--- config.mk ---
export PLATFORM = sky130hd
export DESIGN_NAME = cc_alu
export DESIGN_NICKNAME = d
export VERILOG_FILES = /design/src/rtl/alu_cc_pkg.sv /design/src/rtl/alu_func_decode.sv /design/src/rtl/alu_datapath.sv /design/src/rtl/cc_flag_reg.sv /design/src/rtl/cc_alu.sv
export SDC_FILE = /design/constraint.sdc
export NUM_CORES = 1
export LEC_CHECK = 0
export BUFFER_PORTS_ARGS = -buffer_cell sky130_fd_sc_hd__buf_2
export CAP_MARGIN = 20
export CORE_MARGIN = 5
export CORE_UTILIZATION = 40
export DETAILED_ROUTE_END_ITERATION = 6
export GPL_TIMING_DRIVEN = 0
export SETUP_SLACK_MARGIN = 0.02
export SYNTH_ARGS = -nofsm -noshare
export SYNTH_HDL_FRONTEND = slang
export SYNTH_SLANG_ARGS = --single-unit
--- constraint.sdc ---
create_clock -name clk -period 5.2 [get_ports clk]
set_clock_uncertainty 0.15 [all_clocks]
set_input_delay 0.52 -clock clk [delete_from_list [all_inputs] [get_ports clk]]
set_output_delay 0.52 -clock clk [all_outputs]
set_load 0.01 [all_outputs]
--- src/rtl/alu_cc_pkg.sv ---
`timescale 1ns/1ps
package alu_cc_pkg;

    typedef enum logic [1:0] {
        OP_ADD = 2'd0,
        OP_SUB = 2'd1,
        OP_AND = 2'd2,
        OP_XOR = 2'd3
    } alu_op_e;

    typedef struct packed {
        logic zero;
        logic neg;
        logic ovf;
    } cc_flags_t;

    localparam cc_flags_t CC_RESET = '{zero: 1'b1, neg: 1'b0, ovf: 1'b0};

endpackage

--- src/rtl/alu_func_decode.sv ---
`timescale 1ns/1ps
module alu_func_decode
    import alu_cc_pkg::*;
#(
    parameter int FUNC_W = 4
) (
    input  logic [FUNC_W-1:0] func,
    output alu_op_e           op,
    output logic              valid
);
    localparam int NUM_OPS = 4;

    always_comb begin
        if (func < FUNC_W'(NUM_OPS)) begin
            valid = 1'b1;
            op    = alu_op_e'(func[1:0]);
        end else begin
            valid = 1'b0;
            op    = OP_ADD;
        end
    end

endmodule

--- src/rtl/alu_datapath.sv ---
`timescale 1ns/1ps
module alu_datapath
    import alu_cc_pkg::*;
#(
    parameter int WIDTH = 32
) (
    input  logic [WIDTH-1:0] a,
    input  logic [WIDTH-1:0] b,
    input  alu_op_e          op,
    input  logic             valid,
    output logic [WIDTH-1:0] result,
    output cc_flags_t        next_flags
);
    localparam int MSB = WIDTH - 1;

    logic [WIDTH-1:0] sum_v;
    logic [WIDTH-1:0] diff_v;
    logic             ovf_add;
    logic             ovf_sub;

    assign sum_v   = b + a;
    assign diff_v  = b - a;
    assign ovf_add = (a[MSB] == b[MSB]) && (sum_v[MSB] != a[MSB]);
    assign ovf_sub = (a[MSB] != b[MSB]) && (diff_v[MSB] != b[MSB]);

    always_comb begin
        result         = '0;
        next_flags.ovf = 1'b0;
        if (valid) begin
            unique case (op)
                OP_ADD: begin
                    result         = sum_v;
                    next_flags.ovf = ovf_add;
                end
                OP_SUB: begin
                    result         = diff_v;
                    next_flags.ovf = ovf_sub;
                end
                OP_AND: result = a & b;
                OP_XOR: result = a ^ b;
            endcase
        end
        next_flags.zero = (result == '0);
        next_flags.neg  = result[MSB];
    end

endmodule

--- src/rtl/cc_flag_reg.sv ---
`timescale 1ns/1ps
module cc_flag_reg
    import alu_cc_pkg::*;
(
    input  logic      clk,
    input  logic      rst,
    input  logic      load,
    input  cc_flags_t d,
    output cc_flags_t q
);
    always_ff @(posedge clk) begin
        if (rst) begin
            q <= CC_RESET;
        end else if (load) begin
            q <= d;
        end
    end

endmodule

--- src/rtl/cc_alu.sv ---
`timescale 1ns/1ps
module cc_alu
    import alu_cc_pkg::*;
#(
    parameter int WIDTH  = 32,
    parameter int FUNC_W = 4
) (
    input  logic              clk,
    input  logic              rst,
    input  logic [WIDTH-1:0]  op_a,
    input  logic [WIDTH-1:0]  op_b,
    input  logic [FUNC_W-1:0] func,
    input  logic              flag_en,
    output logic [WIDTH-1:0]  result,
    output logic              zf,
    output logic              sf,
    output logic              of,
    output logic              bad_func
);
    alu_op_e   op_sel;
    logic      op_valid;
    cc_flags_t flags_d;
    cc_flags_t flags_q;

    alu_func_decode #(.FUNC_W(FUNC_W)) u_decode (
        .func  (func),
        .op    (op_sel),
        .valid (op_valid)
    );

    alu_datapath #(.WIDTH(WIDTH)) u_datapath (
        .a          (op_a),
        .b          (op_b),
        .op         (op_sel),
        .valid      (op_valid),
        .result     (result),
        .next_flags (flags_d)
    );

    cc_flag_reg u_flags (
        .clk  (clk),
        .rst  (rst),
        .load (flag_en && op_valid),
        .d    (flags_d),
        .q    (flags_q)
    );

    assign zf       = flags_q.zero;
    assign sf       = flags_q.neg;
    assign of       = flags_q.ovf;
    assign bad_func = !op_valid;

endmodule

Yosys cells after proc, flatten, opt, wreduce, memory -nomap -nowiden:

Cells that the tools add are included.

* logic and storage cells: 27
* input bits: 71
* flip-flop bits (word level): 3
* output and inout bits: 36

* reduce and logical (&&, ||, !) cells: 6
* bitwise operators: 2
* equality and inequality tests: 7
* magnitude comparators: 1
* $add $sub $neg: 2
* mux-type cells: 6

Operator list (count)
* case mux 32 bit (4 select lines): 1
* adder 32 bit: 1
* AND 32 bit: 1
* zero test 32 bit: 1
* two-way mux 32 bit: 1
* subtractor 32 bit: 1
* bitwise XOR 32 bit: 1
* == test 2 bit, second input constant: 2
* < comparator 4 x 3 -> 1 bit, second input constant: 1
* logical AND 1 bit: 3
* inequality test 1 bit: 3
* == test 2 x 1 -> 1 bit, second input constant: 1
* zero test 2 bit: 1
* two-way mux 1 bit: 2
* two-way mux 2 bit: 1
* case mux 1 bit (2 select lines): 1
* == test 1 bit: 1
* zero test 1 bit: 1

Depth between registers and ports, before layout:

Gate-level depths: netlist (run 1).

* depth in word-level cells: 6
* gate-level depth with buffers: 16
* depth with buffers taken out: 15

Cells and area by module:

From an unflattened synthesis (run 1), not the netlist that was laid out.

* cell total of the unflattened synthesis: 806
* area total of the unflattened synthesis: 5256.3 µm²

Modules (own cells, without submodules)
* alu_datapath: cells an instance 792, area an instance 5124.9 µm², instances 1, sequential area each 0.0 µm²
* cc_flag_reg: cells an instance 9, area an instance 102.6 µm², instances 1, sequential area each 60.1 µm²
* alu_func_decode: cells an instance 3, area an instance 18.8 µm², instances 1, sequential area each 0.0 µm²
* cc_alu: cells an instance 2, area an instance 10.0 µm², instances 1, sequential area each 0.0 µm²

Least setup slack after synthesis (run 1):

No wires, ideal clock.

* kind: input to register
* from: in op_b[0]
* to: reg u_flags.q[2] in the netlist's numbering
* required time: 4965 ps
* setup slack: 846 ps
* arrival time: 4119 ps
* cell stages on the path: 15
* library setup time: 85 ps
* buffers on the path: 0
* cells stage by stage: inv_1 ha_1 fa_1 and2b_1 o2111ai_2 a2111oi_2 o2111ai_2 a2111oi_4 and2_1 o21ai_1 a21o_1 a22o_1 or3_1 or4_1 o31ai_2

* longest elaborated chain between the ends: 4
* elaborated cells between the ends (all ways): 7
* classes of those cells: 2 x add/sub; 2 x mux; 2 x bitwise; 1 x reduce/logical

Ends and longest elaborated chain
* start, declared: line cc_alu.sv:11 `input logic [WIDTH-1:0] op_b,`
* subtractor 32 bit / adder 32 bit (equally long branches): line alu_datapath.sv:22, alu_datapath.sv:21
* case mux 32 bit (4 select lines) (*): line alu_datapath.sv:30 `unique case (op)`
* two-way mux 32 bit (*): line alu_datapath.sv:29 `if (valid) begin`
* net result[26]: line cc_alu.sv:14 `output logic [WIDTH-1:0] result,`
* zero test 32 bit (*): line alu_datapath.sv:43 `next_flags.zero = (result == '0);`
* end signal, assigned: line cc_flag_reg.sv:13 `q <= CC_RESET;`
* end signal, assigned: line cc_flag_reg.sv:15 `q <= d;`
* end, declared: line cc_flag_reg.sv:9 `output cc_flags_t q`

Mark *: on every way through the listed nets, which the timed path passes. The rest lies on a longest branch.
A chain may end at the register's enable or synchronous reset.

Final worst setup path (run 1):

* from: in op_a[1]
* to: out result[29]

* longest elaborated chain between the ends: 3
* elaborated cells between the ends (all ways): 4
* classes of those cells: 2 x add/sub; 2 x mux

Ends and longest elaborated chain
* start, declared: line cc_alu.sv:10 `input logic [WIDTH-1:0] op_a,`
* subtractor 32 bit / adder 32 bit (equally long branches): line alu_datapath.sv:22, alu_datapath.sv:21
* case mux 32 bit (4 select lines) (*): line alu_datapath.sv:30
* two-way mux 32 bit (*): line alu_datapath.sv:29
* end, declared: line cc_alu.sv:14

Mark *: on every way between the ends. The rest lies on a longest branch, timed or not.

==> impl_metrics.yaml, run 1 <==
outcome:
  status: "finished clean"
sta:
  worstMarginPinSlew_ps: 958.0
  fmax_mhz: 198.3
  report.final.slew_viol_count: 0
  setup_violations: 0
  tns_ps: 0
  relSlewSlack_pct: 35.90
  rsz0062_at_grt: "no"
  finalHoldViolCount: 0
  final.min_clock_period_ps: 5044
  fin_crit_sh_pct: 96.99
critical_path:
  worstPathRequired_ps: 4530
  crit_arrival_ps: 4370
  crit_path_end_kind: "primary output"
  critPathKind: "primary input to primary output"
  cp-start-kind: "primary input"
  path_max_fanout: 5
clock_tree:
  cts_setup_buffers: 0
  worstSkewPairLatency_ps: 220
  cts_tree: "done"
  h-tree-depth: 1
  cts_inserted_buffers: 3
  root_buffer: "clkbuf_16"
  clk_path_buf_depth: 2
  clkTransAtPathRegs_ps: 30
  hold_buffers: 0
  clkSinkCount: 3
drt:
  wl_um: 19170
  drt-vias-per-instance: 6.330
  dr.pass1.iters: 5
  routedWlPerCell_um: 19.95
  ant_nets: 0
  drtIter0Drc: 603
  vias: 6083
  route.detailed.drc: 0
yosys:
  synth_flop_cell: "dfxtp_1"
  synth_edf_count: 0
  synth-simple-area-share_pct: 23.40
  synth_area_um2: 4781
  synthAdderAreaFrac_pct: 17.59
  avgSynthCellArea_um2: 6.791
  ys_seq_area_share_pct: 1.256
  synthDistinctLibCells: 93
  yosysWarnings: 0
  ys_async_sr_fraction_pct: 0
  synth_xor_area_share_pct: 4.580
  synth_compound_area_share_pct: 40.07
  synth_fp_nets: 841
  synth_top_family_by_area: "compound AO/OA/AOI/OAI gates"
  synthCells: 704
  synth.area.mux_share_pct: 2.382
  ys_ff_latch: 3
global_routing:
  grt_pass1_wl_um: 29990
  track_usage_pct: 25.13
  gr-total-overflow: 0
  grt_pass1_vias: 5642
  grt_max_degree: 11
  antenna_found_initial: 0
final_layout:
  largest_reg_flops: 3
  stdcell_count: 961
  finalNetCount: 952
  fillers: 1230
  final_layout_size_suffix_gt1_share_pct: 20.15
  area_growth_pct: 17.12
  top_regs: "u_flags.q (3)"
  mostFrequentLayoutCells: "buf_2, a21oi_1, nor2_1"
  final_common_cell: "buf_2"
  diodes: 0
  top_register: "u_flags.q"
power:
  total_leakage_power_nw: 2.602
  pwr-share-clk_pct: 15.2
  p_comb_share_pct: 81.7
  p_sw_share_pct: 53.48
  power_density_nw_per_um2: 141.2
  seq_power_share_pct: 3.1
  switchingPower_w: 0.0004229
  p_int_w: 0.0003679
  irDropWorstVdd_uv: 105.6
die:
  core-area_um2: 11860
  io_pins: 107
  initial_core_util_pct: 40.31
  die_x_um: 119.3
  die_area_um2: 14240
  rows: 40
  die_h_um: 119.3
placed_design:
  dp.final_hpwl_um: 15160
  numPortBuffers: 106
  gp_congestion: 0.9298
  place_inst: 957
worst_hold_path:
  hp-class: "flip-flop to flip-flop"
flow_run:
  timing.max_cap.violations: 0
[final cells by class]
class,count,area (um2),area share (%)
Clock buffer,4,78.83,1.408
Inverter,64,240.2,4.290
Multi-Input combinational cell,591,4233,75.60
Tap cell,147,183.9,3.285
Timing Repair Buffer,106,530.5,9.475
Sequential cell,3,60.06,1.073
Buffer,46,272.8,4.872
[synthesized netlist by cell type, types with 4 or more instances]
cell type,instances,area (um2)
a311oi_1,10,87.58
nand3_1,19,95.09
o31ai_1,4,30.03
o211ai_1,10,75.07
o31a_1,4,35.03
a221oi_1,4,35.03
inv_1,60,225.2
a21o_1,19,142.6
a211oi_1,10,75.07
o22ai_1,7,43.79
a31o_2,4,35.03
nor2b_1,4,25.02
o21ai_0,38,190.2
nand4_1,10,62.56
a31oi_1,11,68.82
xor2_1,8,70.07
o21a_1,5,37.54
clkbuf_1,29,108.9
ha_1,64,800.8
and2_1,7,43.79
or3_1,6,37.54
xnor2_1,17,148.9
o221ai_1,5,43.79
buf_6,6,67.56
nor3_1,28,140.1
a21oi_1,76,380.4
nand2b_1,8,50.05
and3_1,4,25.02
nor4_1,14,87.58
nor2_1,71,266.5
nand2_1,38,142.6
inv_2,4,15.01
mux2i_1,8,80.08
[routing by layer]
| layer | part of all wire (%) | track usage (%) | vias up |
|---|---|---|---|
| met5 | 0 | 0 | - |
| met4 | 2.4 | 5.369 | 0 |
| met3 | 9.5 | 2.564 | 46 |
| li1 | - | - | 2851 |
| met2 | 45 | 42.53 | 377 |
| met1 | 43 | 34.48 | 2809 |
[critical path, stage by stage]
cell and delay (ps):
buf_2 140, inv_1 60, ha_1 310, nor2b_1 70, o311ai_1 450, a31oi_2 290
a31oi_2 510, a2111oi_4 190, a311oi_1 500, o21bai_1 220, a21oi_1 180, o21ai_0 120
xor2_1 180, a221oi_1 420, buf_2 210
[final timing paths]
path	startpoint	endpoint	slack, ps	cells after the start
min reg2reg	u_flags.q[2]	u_flags.q[2]	330	2
min	u_flags.q[2]	u_flags.q[2]	330	2
max	op_a[1]	result[29]	160	15
max reg2reg	u_flags.q[2]	u_flags.q[2]	4390	2
[through the flow]
step | util, % | hold slack, ps | total power (W) | worst slack (ps) | instance area, um2
after global routing | 47.20 | 351.5 | 0.0008510 | 41.44 | 5599
after global placement | 46.33 | 298.2 | 0.0006444 | 34.46 | 5495
after floorplan | - | 361.3 | 0.0004649 | 846.0 | 4781
final | 47.20 | 325.2 | 0.0007908 | 156.3 | 5599
after CTS | 47.10 | 317.2 | 0.0007771 | 43.84 | 5587
after detailed placement | 46.33 | 306.7 | 0.0006491 | 26.80 | 5495
[power by group through the flow]
stage | Sequential, W | Combinational, W | Clock, W
after detailed placement | 0.0000248 | 0.000624 | 0
after global routing | 0.0000247 | 0.000700 | 0.000126
after CTS | 0.0000246 | 0.000630 | 0.000122
after global placement | 0.0000248 | 0.000620 | 0
after floorplan | 0.0000253 | 0.000440 | 0
final | 0.0000246 | 0.000646 | 0.000120
[cell families after synthesis]
family / after synthesis
compound gates: 265
flops: 3
buf+inv: 110
simple gates: 225
xor+xnor: 25
mux: 10
fa+ha+maj: 66
[repair_timing]
action | CTS | global route
gates resized for setup | 1 | 2
pin swaps | 0 | 0
endpoints found under the setup margin | 1 | 1
Power figures use the tool's default switching activity.
==> inputs of run 2 (changes only) <==
--- a/config.mk
+++ b/config.mk
@@ -5,13 +5,16 @@
 export SDC_FILE = /design/constraint.sdc
 export NUM_CORES = 1
 export LEC_CHECK = 0
+export ABC_AREA = 1
 export BUFFER_PORTS_ARGS = -buffer_cell sky130_fd_sc_hd__buf_2
 export CAP_MARGIN = 20
+export CORE_ASPECT_RATIO = 0.8
 export CORE_MARGIN = 5
 export CORE_UTILIZATION = 40
 export DETAILED_ROUTE_END_ITERATION = 6
 export GPL_TIMING_DRIVEN = 0
 export SETUP_SLACK_MARGIN = 0.02
+export SKIP_CTS_REPAIR_TIMING = 1
 export SYNTH_ARGS = -nofsm -noshare
 export SYNTH_HDL_FRONTEND = slang
 export SYNTH_SLANG_ARGS = --single-unit
==> impl_metrics.yaml, run 2 <==
die:
  rows: 41
  die_x_um: 150.0
  io_pins: 107
  core-area_um2: 15600
  initial_core_util_pct: 40.21
  die_h_um: 122.0
  die_area_um2: 18300
yosys:
  synth_area_um2: 6271
  synthCells: 1277
  synth.largest_area_cell: "nand2_1"
  yosys-top-cells-area: "nand2_1, inv_1, nand3_1"
  synthDistinctLibCells: 40
  synth_flop_cell: "dfxtp_1"
  avgSynthCellArea_um2: 4.911
  yosys.area.top_type_share_pct: 26.22
  synth.most_common_cell: "nand2_1"
  ys_async_sr_fraction_pct: 0
  ys_ff_latch: 3
  ys_seq_area_share_pct: 0.9577
  yosysWarnings: 0
  synth_fp_nets: 1414
  synth_commonest_cells: "nand2_1, inv_1, nand3_1, nor2_1, ha_1"
  synth_edf_count: 0
sta:
  report.final.slew_viol_count: 0
  worstMarginPinSlew_ps: 546.2
  tns_ps: 0
  fin_crit_sh_pct: 68.99
  final.min_clock_period_ps: 3587
  setup_violations: 0
  fmax_mhz: 278.8
  rsz0062_at_grt: "no"
  finalHoldViolCount: 0
  relSlewSlack_pct: 63.59
global_routing:
  grt_pass1_wl_um: 40450
  track_usage_pct: 28.16
  grt_max_degree: 11
  antenna_found_initial: 0
  gr-total-overflow: 0
  grt_pass1_vias: 7668
flow_run:
  timing.max_cap.violations: 0
power:
  p_int_w: 0.0003729
  p_comb_share_pct: 83.8
  seq_power_share_pct: 2.7
  power_density_nw_per_um2: 128.7
  switchingPower_w: 0.0005472
  p_sw_share_pct: 59.47
  totalPowerFinal_w: 0.0009201
  irDropWorstVdd_uv: 253.9
  total_leakage_power_nw: 4.540
  pwr-share-clk_pct: 13.5
critical_path:
  crit_arrival_ps: 2920
  crit_start: "op_a[0]"
  path_max_fanout: 5
  r2r-start: "u_flags.q[0]"
  r2r_end: "u_flags.q[0]"
  cp-start-kind: "primary input"
  worstPathRequired_ps: 4530
  reg2reg_depth: 2
  critPathKind: "primary input to primary output"
  crit_path_end_kind: "primary output"
  rrSetupSlack_ps: 4450
clock_tree:
  root_buffer: "clkbuf_16"
  worstSkewPairLatency_ps: 230
  clkTransAtPathRegs_ps: 30
  clk_path_buf_depth: 2
  cts_inserted_buffers: 3
  cts_tree: "done"
  h-tree-depth: 1
  clkSinkCount: 3
worst_hold_path:
  min_from: "u_flags.q[1]"
  hold-path-endpoint: "u_flags.q[1]"
  hold_depth: 2
  hp-class: "flip-flop to flip-flop"
final_layout:
  largest_reg_flops: 3
  diodes: 0
  mostFrequentLayoutCells: "nand2_1, inv_1, nand3_1"
  area_growth_pct: 14.01
  final_layout_size_suffix_gt1_share_pct: 13.84
  final_common_cell: "nand2_1"
  top_regs: "u_flags.q (3)"
  fillers: 1911
  top_register: "u_flags.q"
  finalNetCount: 1525
drt:
  ant_nets: 0
  routedWlPerCell_um: 16.29
  wl_um: 26090
  route.detailed.drc: 0
  vias: 8311
  dr.pass1.iters: 6
  drtIter0Drc: 997
  drt-vias-per-instance: 5.188
placed_design:
  dp.final_hpwl_um: 22620
  numPortBuffers: 106
  gp_congestion: 0.9688
outcome:
  status: "finished clean"
## run 2: cell count changes after synthesis, sizes merged, moves of 15 or more
cell    before  now
nand3       19  165
a221oi       5   21
clkbuf      33    3
o21ai       41   26
nand2       38  443
inv         64  263
nor3        28    9
xnor2       17    1
buf         11   42
nor2        71  131
a21o        19    1
## run 2: cells by family after synthesis
group                    after synthesis  synth area share [%]
AO/OA/AOI/OAI                        123                 12.65
XOR/XNOR                               3                0.4191
adder cells (fa/ha/maj)               66                 13.41
buffers and inverters                309                 20.65
flip-flops                             3                0.9577
AND/OR/NAND/NOR                      773                 51.92
## run 2: per-stage QoR
step | utilization, % | area, um2 | worst slack [ps] | std cells | hold WS, ps
floorplan | - | 6271 | 2394 | 1277 | 332.8
global placement | 45.34 | 7071 | 1664 | 1598 | 295.2
detailed placement | 45.34 | 7071 | 1660 | 1598 | 304.8
CTS | 45.84 | 7149 | 1655 | 1602 | 312.3
global route | 45.84 | 7149 | 1379 | 1602 | 327.0
finish | 45.84 | 7149 | 1613 | 1602 | 309.4
## run 2: metal layers
metal | vias to the layer above | track usage, % | wire length, um
li1 | 4193 | - | -
met1 | 3737 | 44.12 | 12800
met2 | 365 | 40.70 | 10140
met3 | 16 | 5.132 | 2923
met4 | 0 | 3.029 | 227
met5 | - | 0 | 0
## run 2: layout make-up
class                   instances  area [um2]  share of cell area, %
multi-input cells             965        4916                  68.76
flip-flops and latches          3       60.06                 0.8400
inverters                     264       996.0                  13.93
repair buffers                106       530.5                  7.420
plain buffers                  45       299.0                  4.183
clock buffers                   4       78.83                  1.103
well taps                     215       269.0                  3.763
## run 2: how the worst max path moves through the flow
stage | to | cells after the start
floorplan | result[30] | 16
global placement | result[30] | 18
detailed placement | result[30] | 18
CTS | result[30] | 18
global route | result[30] | 18
finish | result[30] | 17
## run 2: critical path, stage by stage
cell,delay [ps]
buf_2,120
ha_1,200
fa_1,390
inv_1,190
nand3_1,140
nand3_2,130
nand2_1,80
nand2_1,140
nand2_1,90
nand2_1,140
nand4_1,150
nand3_1,120
nand3_1,110
nand2_1,100
nand3_1,100
inv_1,80
buf_2,130
## run 2: power by group through the flow
stage / registers (W) / logic [W] / clock network, W
floorplan: 0.0000254 / 0.000516 / 0
global placement: 0.0000248 / 0.000749 / 0
detailed placement: 0.0000249 / 0.000749 / 0
CTS: 0.0000246 / 0.000754 / 0.000128
global route: 0.0000247 / 0.000865 / 0.000130
finish: 0.0000246 / 0.000771 / 0.000125
==> inputs of run 3 (changes only) <==
==> constraint.sdc (replaced) <==
create_clock -name clk -period 3.2 [get_ports clk]
set_clock_uncertainty 0.15 [all_clocks]
set_input_delay 0.32 -clock clk [delete_from_list [all_inputs] [get_ports clk]]
set_output_delay 0.32 -clock clk [all_outputs]
set_load 0.01 [all_outputs]
==> impl_metrics.yaml, run 3 (same netlist as run 2, synthesis figures left out) <==
critical_path:
  crit_arrival_ps: 2590
  max_stage_delay_ps: 410
  path_cells: "buf_2 -> inv_1 -> ha_1 -> fa_1 -> inv_2 -> nand3_1 -> nand3_2 -> nand2_1 -> nand2_2 -> nand2_1 -> nand2_2 -> nand4_1 -> nand3_1 -> nand3_1 -> nand2_1 -> nand3_1 -> inv_1 -> buf_2"
  crit_path_end_kind: "primary output"
  slowest_stage: "fa_1"
  worstPathRequired_ps: 2730
  path_max_fanout: 4
  critPathKind: "primary input to primary output"
  path_common_cell: "nand3_1"
  cp-start-kind: "primary input"
clock_tree:
  cts_tree: "done"
  root_buffer: "clkbuf_16"
  cts_inserted_buffers: 3
  clk_path_buf_depth: 2
  clkSinkCount: 3
  worstSkewPairLatency_ps: 230
  clkTransAtPathRegs_ps: 30
  h-tree-depth: 1
global_routing:
  antenna_found_initial: 0
  grt_pass1_vias: 7668
  track_usage_pct: 28.16
  gr-total-overflow: 0
  grt_max_degree: 11
  grt_pass1_wl_um: 40450
power:
  seq_power_share_pct: 2.6
  total_leakage_power_nw: 4.573
  power_density_nw_per_um2: 210.2
  irDropWorstVdd_uv: 413.9
  p_sw_share_pct: 59.21
  switchingPower_w: 0.0009020
  pwr-share-clk_pct: 13.3
  p_int_w: 0.0006215
  p_comb_share_pct: 84.1
die:
  io_pins: 107
  initial_core_util_pct: 40.21
  die_x_um: 150.0
  die_h_um: 122.0
  die_area_um2: 18300
  core-area_um2: 15600
  rows: 41
final_layout:
  area_growth_pct: 15.56
  top_regs: "u_flags.q (3)"
  top_register: "u_flags.q"
  mostFrequentLayoutCells: "nand2_1, inv_1, nand3_1"
  finalNetCount: 1532
  final_common_cell: "nand2_1"
  stdcell_count: 1609
  final_layout_size_suffix_gt1_share_pct: 15.28
  largest_reg_flops: 3
  diodes: 0
sta:
  rsz0062_at_grt: "yes"
  report.final.slew_viol_count: 0
  final.min_clock_period_ps: 3056
  tns_ps: 0
  worstMarginPinSlew_ps: 555.5
  finalHoldViolCount: 0
  setup_violations: 0
  fin_crit_sh_pct: 95.50
  fmax_mhz: 327.2
  relSlewSlack_pct: 62.96
flow_run:
  timing.max_cap.violations: 0
drt:
  wl_um: 26250
  drt-vias-per-instance: 5.212
  drt-met1-wl_um: 12850
  ant_nets: 0
  top_layer: "met4"
  vias: 8386
  routedWlPerCell_um: 16.31
  drtIter0Drc: 1015
  wl_met2_um: 10190
  route.detailed.drc: 0
  dr.pass1.iters: 6
  route.met3.wl_um: 2927
worst_hold_path:
  hp-class: "primary input to flip-flop"
placed_design:
  numPortBuffers: 106
  gp_congestion: 0.9688
  place_inst: 1598
  dp.final_hpwl_um: 22620
outcome:
  status: "finished clean"
run 3: power by group through the flow:
stage | sequential [W] | combinational, W | clock [W]
5_1_grt | 0.0000401 | 0.00143 | 0.000211
4_1_cts | 0.0000400 | 0.00122 | 0.000207
3_5_place_dp | 0.0000404 | 0.00122 | 0
2_1_floorplan | 0.0000413 | 0.000839 | 0
3_3_place_gp | 0.0000403 | 0.00122 | 0
6_report | 0.0000400 | 0.00128 | 0.000203
run 3: through the flow:
stage | area, um2 | power (W) | setup WS, ps | hold slack (ps) | utilization [%]
6_report | 7247 | 0.001523 | 144.0 | 138.8 | 46.47
5_1_grt | 7247 | 0.001681 | 7.191 | 147.7 | 46.47
4_1_cts | 7149 | 0.001472 | 54.50 | 137.1 | 45.84
3_5_place_dp | 7071 | 0.001258 | 60.04 | 304.8 | 45.34
3_3_place_gp | 7071 | 0.001257 | 64.18 | 295.2 | 45.34
2_1_floorplan | 6271 | 0.0008803 | 793.7 | 239.1 | -
run 3: area by class of cell:
| class | instances | area, um2 |
|---|---|---|
| Multi-Input combinational cell | 965 | 4952 |
| Buffer | 45 | 304.0 |
| Tap cell | 215 | 269.0 |
| Timing Repair Buffer | 113 | 583.1 |
| Inverter | 264 | 999.7 |
| Fill cell | 1909 | 8348 |
| Sequential cell | 3 | 60.06 |
| Clock buffer | 4 | 78.83 |
run 3: layer usage:
metal	up-vias	GRT usage [%]
li1	4209	-
met1	3770	44.12
met2	381	40.70
met3	26	5.132
met4	0	3.029
met5	-	0
run 3: worst paths after layout:
path / start / end / slack, ps / cells past startpoint
setup / recovery: op_b[0] / result[30] / 140 / 18
hold / removal: rst / u_flags.q[1] / 140 / 2
setup reg to reg: u_flags.q[0] / u_flags.q[0] / 2450 / 2
hold reg to reg: u_flags.q[1] / u_flags.q[1] / 310 / 2
run 3: worst max-delay path, delay by kind of cell:
family | cells | cell delay (ps)
simple gates | 11 | 1180
fa+ha+maj | 2 | 590
buf+inv | 5 | 490
